`config.mk`:
```
export PLATFORM = sky130hd
export DESIGN_NAME = sleep_wake_ctrl
export DESIGN_NICKNAME = d
export VERILOG_FILES = /design/src/rtl/sw_pkg.sv /design/src/rtl/sw_ctrl_reg.sv /design/src/rtl/sw_irq_eval.sv /design/src/rtl/sw_event_unit.sv /design/src/rtl/sleep_wake_ctrl.sv
export SDC_FILE = /design/constraint.sdc
export NUM_CORES = 1
export LEC_CHECK = 0
export CORE_MARGIN = 4
export CORE_UTILIZATION = 30
export CTS_CLUSTER_DIAMETER = 150
export DETAILED_ROUTE_END_ITERATION = 8
export PLACE_DENSITY = 0.74
export SETUP_SLACK_MARGIN = 0.1
export SYNTH_ARGS = -nofsm -noshare
export SYNTH_HDL_FRONTEND = slang
export SYNTH_SLANG_ARGS = --single-unit
export TNS_END_PERCENT = 1
```
`constraint.sdc`:
```
create_clock -name clk -period 1.2 [get_ports clk]
set_input_delay 0.24 -clock clk [delete_from_list [all_inputs] [get_ports clk]]
set_output_delay 0.24 -clock clk [all_outputs]
set_load 0.1 [all_outputs]
```
`src/rtl/sw_pkg.sv`:
```
// Package: shared types and field positions for the sleep and wake controller.
// Assumes: an 8-bit control register whose field positions are fixed.
package sw_pkg;
    localparam int CTRL_W       = 8;
    localparam int SEV_BIT      = 4;
    localparam int DEEP_BIT     = 2;
    localparam int SOE_BIT      = 1;
    localparam logic [CTRL_W-1:0] CTRL_MASK =
        CTRL_W'((1 << SEV_BIT) | (1 << DEEP_BIT) | (1 << SOE_BIT));

    typedef enum logic {
        MODE_INT = 1'b0,   // woken by interrupts and debug only
        MODE_EVT = 1'b1    // also woken by events
    } sleep_mode_e;

    typedef struct packed {
        logic sev_on_pend;
        logic deep_sel;
        logic sleep_on_exit;
    } ctrl_t;
endpackage

```
`src/rtl/sw_ctrl_reg.sv`:
```
// Module: privileged control register holding the three sleep policy fields.
// Assumes: only privileged writes are accepted; bits outside the mask read 0.
module sw_ctrl_reg
    import sw_pkg::*;
(
    input  logic              clk,
    input  logic              rst_n,
    input  logic              wr_en,
    input  logic              wr_priv,
    input  logic [CTRL_W-1:0] wr_data,
    output logic [CTRL_W-1:0] rd_data,
    output ctrl_t             ctrl
);
    logic [CTRL_W-1:0] reg_q;

    // Store masked write data on a privileged write.
    always_ff @(posedge clk) begin
        if (!rst_n)
            reg_q <= '0;
        else if (wr_en && wr_priv)
            reg_q <= wr_data & CTRL_MASK;
    end

    assign rd_data            = reg_q;
    assign ctrl.sev_on_pend   = reg_q[SEV_BIT];
    assign ctrl.deep_sel      = reg_q[DEEP_BIT];
    assign ctrl.sleep_on_exit = reg_q[SOE_BIT];

    assert_unpriv_keeps_R2: assert property (@(posedge clk) disable iff (!rst_n)
        (wr_en && !wr_priv) |=> $stable(rd_data));
endmodule

```
`src/rtl/sw_irq_eval.sv`:
```
// Module: finds whether any interrupt is pending, enabled and more urgent than
// the current level. Assumes: lower priority value means higher urgency.
module sw_irq_eval #(
    parameter int NUM_IRQ = 4,
    parameter int PRIO_W  = 3
) (
    input  logic [NUM_IRQ-1:0]        pend,
    input  logic [NUM_IRQ-1:0]        en,
    input  logic [NUM_IRQ*PRIO_W-1:0] prio,
    input  logic [PRIO_W-1:0]         cur_prio,
    output logic                      qual_any
);
    logic [NUM_IRQ-1:0] qual;

    for (genvar i = 0; i < NUM_IRQ; i++) begin : g_irq
        // Qualify one interrupt by enable and a strict priority compare.
        assign qual[i] = pend[i] && en[i] && (prio[i*PRIO_W +: PRIO_W] < cur_prio);
    end

    assign qual_any = |qual;
endmodule

```
`src/rtl/sw_event_unit.sv`:
```
// Module: detects pending rising edges and keeps the event latch.
// Assumes: the latch is not set during an event-mode sleep, since such an
// event wakes the core at once.
module sw_event_unit #(
    parameter int NUM_IRQ = 4
) (
    input  logic               clk,
    input  logic               rst_n,
    input  logic               sev_en,
    input  logic [NUM_IRQ-1:0] pend,
    input  logic               ext_event,
    input  logic               evt_sleep,
    input  logic               clr,
    output logic               ev_now,
    output logic               latch
);
    logic [NUM_IRQ-1:0] pend_q;
    logic               pend_rise;

    // Remember last cycle's pending bits for edge detection.
    always_ff @(posedge clk) begin
        if (!rst_n) pend_q <= '0;
        else        pend_q <= pend;
    end

    assign pend_rise = |(pend & ~pend_q);
    assign ev_now    = ext_event || (sev_en && pend_rise);

    // Set the latch on a new event, clear it when consumed or used to wake.
    always_ff @(posedge clk) begin
        if (!rst_n)
            latch <= 1'b0;
        else
            latch <= (latch && !clr) || (ev_now && !evt_sleep);
    end

    assert_sustained_pend_R5: assert property (@(posedge clk) disable iff (!rst_n)
        (!ext_event && pend == $past(pend) && !latch && !clr) |-> !ev_now);
endmodule

```
`src/rtl/sleep_wake_ctrl.sv`:
```
// Module: top of the sleep and wake controller. Decides sleep entry from
// wait requests and exception return, and wake from interrupt, event and
// debug sources. Assumes: request strobes last one cycle; wake is
// combinational in the final sleeping cycle.
module sleep_wake_ctrl
    import sw_pkg::*;
#(
    parameter int NUM_IRQ = 4,
    parameter int PRIO_W  = 3
) (
    input  logic                      clk,
    input  logic                      rst_n,
    input  logic                      reg_wr_en,
    input  logic                      reg_wr_priv,
    input  logic [7:0]                reg_wr_data,
    output logic [7:0]                reg_rd_data,
    input  logic                      wfi_req,
    input  logic                      wfe_req,
    input  logic                      exc_ret,
    input  logic [NUM_IRQ-1:0]        irq_pend,
    input  logic [NUM_IRQ-1:0]        irq_en,
    input  logic [NUM_IRQ*PRIO_W-1:0] irq_prio,
    input  logic [PRIO_W-1:0]         cur_prio,
    input  logic                      ext_event,
    input  logic                      dbg_req,
    output logic                      sleeping,
    output logic                      deep_sleep,
    output logic                      wake
);
    ctrl_t       ctrl;
    sleep_mode_e mode_q;
    logic        sleep_q;
    logic        qual_any, ev_now, latch;
    logic        go_int, go_wfe, consume, go_evt, evt_wake, wake_cond;

    sw_ctrl_reg i_reg (
        .clk(clk), .rst_n(rst_n), .wr_en(reg_wr_en), .wr_priv(reg_wr_priv),
        .wr_data(reg_wr_data), .rd_data(reg_rd_data), .ctrl(ctrl)
    );

    sw_irq_eval #(.NUM_IRQ(NUM_IRQ), .PRIO_W(PRIO_W)) i_irq (
        .pend(irq_pend), .en(irq_en), .prio(irq_prio), .cur_prio(cur_prio),
        .qual_any(qual_any)
    );

    sw_event_unit #(.NUM_IRQ(NUM_IRQ)) i_evt (
        .clk(clk), .rst_n(rst_n), .sev_en(ctrl.sev_on_pend), .pend(irq_pend),
        .ext_event(ext_event), .evt_sleep(sleep_q && mode_q == MODE_EVT),
        .clr(consume || evt_wake), .ev_now(ev_now), .latch(latch)
    );

    // Entry decode: wfi first, then wfe, then exception return.
    always_comb begin
        go_int  = !sleep_q && (wfi_req ||
                  (!wfe_req && exc_ret && ctrl.sleep_on_exit));
        go_wfe  = !sleep_q && !wfi_req && wfe_req;
        consume = go_wfe && latch;
        go_evt  = go_wfe && !latch;
    end

    // Wake decode: debug and qualified interrupts always; events in event mode.
    always_comb begin
        wake_cond = dbg_req || qual_any ||
                    (mode_q == MODE_EVT && (ev_now || latch));
        wake      = sleep_q && wake_cond;
        evt_wake  = wake && mode_q == MODE_EVT;
    end

    // Sleep state and the mode it was entered in.
    always_ff @(posedge clk) begin
        if (!rst_n) begin
            sleep_q <= 1'b0;
            mode_q  <= MODE_INT;
        end else if (wake) begin
            sleep_q <= 1'b0;
        end else if (go_int) begin
            sleep_q <= 1'b1;
            mode_q  <= MODE_INT;
        end else if (go_evt) begin
            sleep_q <= 1'b1;
            mode_q  <= MODE_EVT;
        end
    end

    assign sleeping   = sleep_q;
    assign deep_sleep = sleep_q && ctrl.deep_sel;

    assert_wfi_sleeps_R3: assert property (@(posedge clk) disable iff (!rst_n)
        (!sleeping && wfi_req) |=> sleeping);
    assert_consume_R4: assert property (@(posedge clk) disable iff (!rst_n)
        (!sleeping && !wfi_req && wfe_req && latch && !ev_now) |=> (!sleeping && !latch));
    assert_no_unqual_wake_R6: assert property (@(posedge clk) disable iff (!rst_n)
        (sleeping && mode_q == MODE_INT && !dbg_req && !qual_any) |-> !wake);
    assert_deep_in_sleep_R10: assert property (@(posedge clk) disable iff (!rst_n)
        deep_sleep |-> sleeping);
    assert_wake_ends_R11: assert property (@(posedge clk) disable iff (!rst_n)
        wake |=> (!sleeping && !wake));
    assert_dbg_wakes_R8: assert property (@(posedge clk) disable iff (!rst_n)
        (sleeping && dbg_req) |-> wake);
endmodule

```
# --- Yosys cells after proc, flatten, opt, wreduce, memory -nomap -nowiden ---
# Index checks and enable logic that the tools add are counted.
word_totals:
  ff_bits: 10
  latchBits: 0
  ram_bits: 0
  rom_bits: 0
  in_bits: 40
  output_inout_bits: 11
  word_cells: 58
  mem_count: 0
classes:
  addsub: 0
  multipliers: 0
  div_mod_pow: 0
  order_cmp: 4
  eq_ne: 0
  shift: 0
  n_mux: 3
  bitwise: 4
  n_reduce_logical: 42
op_table:
  columns: ["operator", "n"]
  rows:
  - ["$logic_and 1x1->1", 24]
  - ["$lt 3x3->1", 4]
  - ["$reduce_or 4->1", 2]
  - ["$logic_or 1x1->1", 7]
  - ["$logic_not 1->1", 6]
  - ["$and 4x4->4", 1]
  - ["$not 4->4", 1]
  - ["$mux 1", 3]
  - ["$not 1->1", 2]
  - ["$reduce_and 2->1", 1]
  - ["$reduce_bool 2->1", 1]
  - ["$reduce_or 2->1", 1]

# --- Logic depth before layout (Yosys ltp) ---
# Gate-level depths: netlist (run 1).
depth:
  word_depth: 14
  mapped_depth: 6
  ltp_nobuf: 6

# --- Modules after synthesis ---
# From an unflattened synthesis (run 1), not the netlist that was laid out.
unflattened:
  hier_cells: 89
  area_unflattened_um2: 779.5
by_module_without_submodules:
  columns: ["mod", "n_inst", "cells_each", "area_each_um2", "seq_area_each_um2"]
  rows:
  - ["sw_irq_eval", 1, 27, 239.0, 0.0]
  - ["sw_event_unit", 1, 20, 206.4, 100.1]
  - ["sw_ctrl_reg", 1, 22, 188.9, 60.1]
  - ["sleep_wake_ctrl", 1, 20, 145.1, 40.0]

# --- Least setup slack after synthesis (run 1) ---
# OpenSTA, ideal clock, no wires.
synth_timing:
  path_type: "reg2out"
  startpoint: "reg sleep_q (netlist: sleeping)"
  endpoint: "out deep_sleep"
  arrival_ns: 1.913
  required_ns: 0.960
  setup_slack_ns: -0.953
  path_stages_with_launch: 2
  n_path_buf: 0
  path_cell_list: "dfxtp_1 and2_1"
synth_via:
  elab_chain_cells: 1
synth_lines:
  columns: ["item", "line_no", "source"]
  rows:
  - ["start, declared", "sleep_wake_ctrl.sv:32", "logic sleep_q;"]
  - ["start signal, assigned", "sleep_wake_ctrl.sv:72", "sleep_q <= 1'b0;"]
  - ["start signal, assigned", "sleep_wake_ctrl.sv:75", "sleep_q <= 1'b0;"]
  - ["start signal, assigned", "sleep_wake_ctrl.sv:77", "sleep_q <= 1'b1;"]
  - ["$logic_and 1x1->1", "sleep_wake_ctrl.sv:86", "assign deep_sleep = sleep_q && ctrl.deep_sel;"]
  - ["end, declared", "sleep_wake_ctrl.sv:27", "output logic deep_sleep,"]
# Every way passes these cells.

# --- Worst setup path after layout (run 1) ---
layout_timing:
  startpoint: "in cur_prio[2]"
  endpoint: "out wake"
layout_via:
  elab_chain_cells: 6
  elab_cells_between_ends: 12
  cone_classes: "order compare: 4; reduce/logical: 8"
layout_lines:
  columns: ["item", "line_no", "source"]
  rows:
  - ["start, declared", "sleep_wake_ctrl.sv:23", "input logic [PRIO_W-1:0] cur_prio,"]
  - ["$lt 3x3->1", "sw_irq_eval.sv:17", "assign qual[i] = pend[i] && en[i] && (prio[i*PRIO_W +: PRIO_W] < cur_prio);"]
  - ["$logic_and 1x1->1", "sw_irq_eval.sv:17", null]
  - ["$reduce_or 4->1 (*)", "sw_irq_eval.sv:20", "assign qual_any = |qual;"]
  - ["$logic_or 1x1->1 (*) (2 in series)", "sleep_wake_ctrl.sv:63", "wake_cond = dbg_req || qual_any ||"]
  - ["$logic_and 1x1->1 (*)", "sleep_wake_ctrl.sv:65", "wake = sleep_q && wake_cond;"]
  - ["end, declared", "sleep_wake_ctrl.sv:28", "output logic wake"]
# Every way passes the cells marked *; elsewhere a longest branch is shown, timed or not.

==> qor.yml, run 1 <==
placement:
  gp_congestion: 0.7610
  dp_cells: 160
  port_buffers: 40
  placed_area_um2: 1350
  hpwl_mm: 1.878
  place_worst_setup_slack_ns: -1.007
clock_tree:
  cts_hold_buf: 0
  clk_pin_slew_ns: 0.07
  clock_path_buffers: 2
  cts_tree: "yes"
  clockRootBuffer: "clkbuf_4"
  numCtsBuffers: 3
  htreeDepth: 1
  clk-insertion-delay-late_ns: 0.25
  cts.sinks: 10
critical_path:
  startpoint: "cur_prio[2]"
  worstPathMaxFanout: 4
  max_stage_delay_ns: 0.25
  cp.required_ns: 0.96
  reg2regPathDepth: 9
  path_cells: "buf_4 > inv_8 > ha_4 > o21ai_1 > o21ai_1 > nand4_1 > o21a_4 > buf_12"
  r2r-start: "i_evt.pend_q[1]"
  critical-path-slowest-cell: "ha_4"
  crit_path_end_kind: "output pin"
  crit_arrival_ns: 1.40
  startpoint_type: "input port"
  crit_type: "in2out"
  cpMostUsedCell: "o21ai_1"
detailed_routing:
  viasPerCell: 4.763
  final_antenna_net_count: 0
  vias: 824
  drtIter0Drc: 17
  firstDrtPassIters: 4
  drc: 0
  drt-total-wl_mm: 2.272
  wire_per_inst_um: 13.13
pwr:
  vdd_drop_max_v: 0.0004549
  p_per_area_nw_per_um2: 841.1
  leakage_nw: 0.6531
cells_and_area:
  fill_cells: 204
  multi_input_area_um2: 573.1
  instances_no_fill: 173
  nNetsFinal: 194
  diodes: 0
  final_area_um2: 1465
  seqCellArea_um2: 210.2
  drive_gt1_share_pct: 46.90
  syn2layout_area_growth_pct: 107.6
global_routing:
  antenna_found_initial: 0
  met1_usage_pct: 15.21
  grtUsageTotal_pct: 14.75
  grt_overflow: 0
  grt_pass1_vias: 882
  use_met2_pct: 28.38
  grt_max_degree: 9
  grt_first_pass_wirelength_mm: 3.774
  met3_usage_pct: 4.828
  busiest_layer: "met2"
synthesis:
  synthCells: 82
  synthTopCellsByArea: "dfxtp_1 28%, ha_1 14%, buf_4 6.4%, o21ai_0 5.7%, and3b_1 5.0%"
  yosys.area_share.simple_pct: 26.24
  muxShareOfSynthArea_pct: 0
  netlist.area_leader.share_pct: 28.37
  synth-compound-area-share_pct: 21.45
  synth-async-reset-ratio_pct: 0
  ys_warn_count: 0
  synth_top_family_by_area: "simple AND/OR/NAND/NOR gates"
  yosysUniqueCellTypes: 26
  ys.flop_type: "dfxtp_1"
  syn-cell-area_um2: 705.7
  synth.largest_area_cell: "dfxtp_1"
  synth-seq-cells: 10
  synth_fa_ha_area_share_pct: 14.18
  syn_avg_cell_area_um2: 8.606
  synth_xor_area_share_pct: 0
  seq_area_frac_synth_pct: 28.37
  synth_edf_count: 0
hold_path:
  worst_hold_startpoint: "irq_pend[2]"
  hold_class: "in2reg"
  min_delay_path_depth: 2
sta:
  hold_viol: 0
  period_needed_ns: 1.640
  drv_slew: 0
  tns_ns: -0.8434
  max_freq_mhz: 609.7
  finalCritPeriodShare_pct: 136.7
  clock_skew_ns: 0.0006218
  fin_ws_ns: -0.4402
  setup_viol: 4
  rsz0062_at_grt: "true"
floorplanning:
  ioPinCount: 51
  start_util_pct: 31.60
  die_height_um: 56.50
  core_um2: 2233
  dieArea_um2: 3192
  num_rows: 17
  dieWidth_um: 56.50
run_status:
  violations: "setup timing"
  outcome: "finished with violations"
job:
  maxCapViolCount: 0
[kinds of logic (layout without fill, tap and decap cells)]
family                     after synthesis  count (layout)
and+or+nand+nor                         31              31
AOI/OAI and AO/OA                       21              21
buffers and inverters                   11              70
DFF                                     10              10
adders and majority gates                8               8
other                                    1               5
[metal layers]
metal	up-vias	wire length (um)
met5	-	0
li1	416	-
met3	2	203
met1	369	881
met2	37	1182
met4	0	4
[sequential cells by signal (all words and copies together) (netlist names)]
name	cells
sleeping	1
mode_q	1
i_reg.rd_data	3
i_evt.latch	1
i_evt.pend_q	4
[synthesized netlist by cell type, drive strengths merged (2+ instances only)]
cell / n
ha: 8
and2: 5
and3b: 4
nand2: 7
o21ai: 8
inv: 4
buf: 6
nand2b: 4
nand4: 2
nand3: 3
dfxtp: 10
nor3b: 4
a21boi: 3
o21a: 2
[worst max-delay path, delay by kind of cell]
kind | cells | cell delay [ns]
AO/OA/AOI/OAI | 3 | 0.44
adder cells (fa/ha/maj) | 1 | 0.25
buffers and inverters | 3 | 0.31
AND/OR/NAND/NOR | 1 | 0.16
[power by group]
| group | internal [W] | switching, W | total [W] |
|---|---|---|---|
| clock network | 0.000184 | 0.000114 | 0.000298 |
| registers | 0.000356 | 0.0000222 | 0.000378 |
| logic | 0.000263 | 0.000294 | 0.000557 |
[final cells by class]
type | instances | area share (%)
inverters | 4 | 2.391
flip-flops and latches | 10 | 14.35
multi-input cells | 65 | 39.11
clock buffers | 4 | 2.477
well taps | 28 | 2.391
repair buffers | 62 | 39.28
[path summary, 6_finish.rpt]
kind                            slack [ns]          endpoint
worst min-delay path                  0.43   i_evt.pend_q[2]
worst min register to register        0.50  i_reg.rd_data[2]
worst max register to register       -0.29       i_evt.latch
worst max-delay path                 -0.44              wake
[per-stage QoR]
stage,total power [W],hold WS (ns),util (%)
finish,0.001232,0.4305,65.60
global route,0.001300,0.4256,65.60
CTS,0.001239,0.3718,65.38
detailed placement,0.0009117,0.5011,60.45
global placement,0.0008977,0.4843,60.45
floorplan,0.0006678,0.3617,-
[cell usage in the layout, fill, tap and decap left out, types with 2 or more instances in the layout]
cell type and count:
buf_4 22, dlygate4sd2_1 14, clkdlybuf4s50_1 10, nand2_1 7
o21ai_1 6, buf_2 6, buf_12 6, conb_1 5
dfxtp_2 5, and3b_1 4, nand2b_4 4, and2_1 4
ha_4 4, ha_1 4, dfxtp_1 4, nand3_1 3
a21boi_0 3, clkbuf_4 3, nor3b_2 2, o21ai_2 2
nor3b_1 2, nand4_1 2, buf_6 2
[timing repair]
item | in CTS | in global routing
buffers inserted | 9 | 0
endpoints found under the setup margin | 7 | 7
gates resized for setup | 64 | 4
hold endpoints to repair | 0 | 0
pin swaps | 24 | 7
No activity file was read; power rests on OpenSTA's default activity.
==> run 2: changes to the inputs <==
--- a/config.mk
+++ b/config.mk
@@ -5,10 +5,13 @@
 export SDC_FILE = /design/constraint.sdc
 export NUM_CORES = 1
 export LEC_CHECK = 0
+export CAP_MARGIN = 40
 export CORE_MARGIN = 4
 export CORE_UTILIZATION = 30
 export CTS_CLUSTER_DIAMETER = 150
 export DETAILED_ROUTE_END_ITERATION = 8
+export HOLD_SLACK_MARGIN = 0.15
+export MAX_ROUTING_LAYER = met4
 export PLACE_DENSITY = 0.74
 export SETUP_SLACK_MARGIN = 0.1
 export SYNTH_ARGS = -nofsm -noshare
==> run 2 against run 1 <==
  * The flow still finishes with violations (setup timing)
  * Count of clock-buffer cells in the layout did not move
  * Critical path depth did not move
  * Non-clock buffer count did not move
  * Clock skew barely moved
  * Combinational power barely moved
  * Critical endpoint unchanged
  * Largest cell class unchanged
==> qor.yml, run 2 (synthesis gave the netlist of run 1 again) <==
cells_and_area:
  fill_cells: 204
  regMostFlops: "i_evt.pend_q"
  syn2layout_area_growth_pct: 107.6
  layout_commonest_cell: "buf_4"
  diodes: 0
  largest_reg_flops: 4
  fin_util_pct: 65.60
  nNetsFinal: 194
  drive_gt1_share_pct: 46.90
  final_cell_mix: "22 x buf_4, 14 x dlygate4sd2_1, 10 x clkdlybuf4s50_1"
  multi_input_area_um2: 573.1
  seqCellArea_um2: 210.2
detailed_routing:
  final_antenna_net_count: 0
  drt-total-wl_mm: 2.267
  wire_per_inst_um: 13.10
  viasPerCell: 4.775
  vias: 826
  drtIter0Drc: 13
  firstDrtPassIters: 2
  drc: 0
global_routing:
  antenna_found_initial: 0
  grtUsageTotal_pct: 15.15
  grt_first_pass_wirelength_mm: 3.767
  grt_max_degree: 9
  grt_overflow: 0
  grt_pass1_vias: 882
placement:
  place_worst_setup_slack_ns: -1.007
  hpwl_mm: 1.878
  port_buffers: 40
  gp_congestion: 0.7710
pwr:
  p_int_w: 0.0008023
  vdd_drop_max_v: 0.0004549
  p_per_area_nw_per_um2: 841.3
  p_comb_share_pct: 45.2
  seq_power_share_pct: 30.7
  switching_share_pct: 34.91
  leakage_nw: 0.6531
  netSwitchingPower_w: 0.0004304
  clkPwrFrac_pct: 24.2
critical_path:
  crit_arrival_ns: 1.40
  cpMostUsedCell: "o21ai_1"
  critical-path-slowest-cell: "ha_4"
  cp.required_ns: 0.96
  worstPathMaxFanout: 4
  cp_top_family: "compound AO/OA/AOI/OAI gates"
  startpoint_type: "input port"
  max_stage_delay_ns: 0.25
  path_cells: "buf_4 > inv_8 > ha_4 > o21ai_1 > o21ai_1 > nand4_1 > o21a_4 > buf_12"
  endpoint: "wake"
  crit_path_end_kind: "output pin"
  reg2reg_to: "i_evt.latch"
  path_depth: 8
  reg2regPathDepth: 9
  crit_type: "in2out"
  critical_path_buf_inv_count: 3
  startpoint: "cur_prio[2]"
  reg2reg_slack_ns: -0.29
  r2r-start: "i_evt.pend_q[1]"
floorplanning:
  ioPinCount: 51
  start_util_pct: 31.60
  num_rows: 17
  die_height_um: 56.50
  dieArea_um2: 3192
  dieWidth_um: 56.50
  core_um2: 2233
hold_path:
  hold_class: "in2reg"
sta:
  rsz0062_at_grt: "true"
  finalCritPeriodShare_pct: 136.6
  setup_viol: 4
  drv_slew: 0
  period_needed_ns: 1.639
  hold_viol: 0
  clock_skew_ns: 0.0001925
  fin_ws_ns: -0.4389
  max_freq_mhz: 610.2
job:
  maxCapViolCount: 0
clock_tree:
  clock_path_buffers: 2
  clockRootBuffer: "clkbuf_4"
  htreeDepth: 1
  cts_tree: "yes"
  cts.sinks: 10
  cts_hold_buf: 0
  clk_pin_slew_ns: 0.07
  clk-insertion-delay-late_ns: 0.25
  numCtsBuffers: 3
run_status:
  violations: "setup timing"
  outcome: "finished with violations"
-- run 2: cell counts in the layout (fill, tap and decap cells not counted) --
No cell type changed its count.
-- run 2: what timing repair did --
action                                  4_1_cts  5_1_grt
buffers inserted                              9        0
endpoints found under the setup margin        7        7
pin swaps                                    24        7
resized for setup                            64        4
-- run 2: how the worst min path moves through the flow --
stage	startpoint	to	slack, ns	cells past startpoint
floorplan	irq_pend[0]	i_evt.pend_q[0]	0.36	1
global placement	i_reg.rd_data[2]	i_reg.rd_data[2]	0.48	2
detailed placement	i_reg.rd_data[1]	i_reg.rd_data[1]	0.50	2
CTS	irq_pend[1]	i_evt.pend_q[1]	0.37	2
global route	irq_pend[2]	i_evt.pend_q[2]	0.43	2
finish	irq_pend[2]	i_evt.pend_q[2]	0.43	2
-- run 2: power groups by stage --
| stage | Sequential (W) | Combinational (W) | Clock, W |
|---|---|---|---|
| after global placement | 0.000383 | 0.000515 | 0 |
| after CTS | 0.000377 | 0.000557 | 0.000305 |
| final | 0.000378 | 0.000557 | 0.000298 |
| after floorplan | 0.000424 | 0.000244 | 0 |
| after detailed placement | 0.000384 | 0.000528 | 0 |
| after global routing | 0.000381 | 0.000592 | 0.000327 |
-- run 2: through the flow --
stage	setup TNS, ns	cell area (um^2)	total power [W]	cells	hold WS (ns)
2_1_floorplan	-0.3366	807.0	0.0006678	86	0.3617
3_3_place_gp	-2.215	1350	0.0008977	160	0.4843
3_5_place_dp	-2.392	1350	0.0009117	160	0.5011
4_1_cts	-0.8483	1460	0.001239	173	0.3718
5_1_grt	-1.067	1465	0.001300	173	0.4256
6_report	-0.8321	1465	0.001233	173	0.4297
-- run 2: routing by layer --
metal | vias up | track usage [%] | routed length, um
met5 | - | - | 0
met4 | 0 | 3.051 | 6
met3 | 2 | 4.368 | 185
met2 | 37 | 28.38 | 1188
met1 | 370 | 15.49 | 887
li1 | 417 | - | -
-- run 2: cell type report --
cell class / count / area share (%)
clock buffers: 4 / 2.477
multi-input cells: 65 / 39.11
inverters: 4 / 2.391
flip-flops and latches: 10 / 14.35
well taps: 28 / 2.391
repair buffers: 62 / 39.28
-- run 2: worst register-to-register path: stages (launching register included) --
cell and delay [ns]:
dfxtp_2 0.31, nand2b_4 0.13, buf_4 0.13, buf_4 0.12, buf_4 0.12, buf_4 0.12
buf_4 0.12, buf_4 0.12, a41oi_2 0.13, o311a_1 0.15
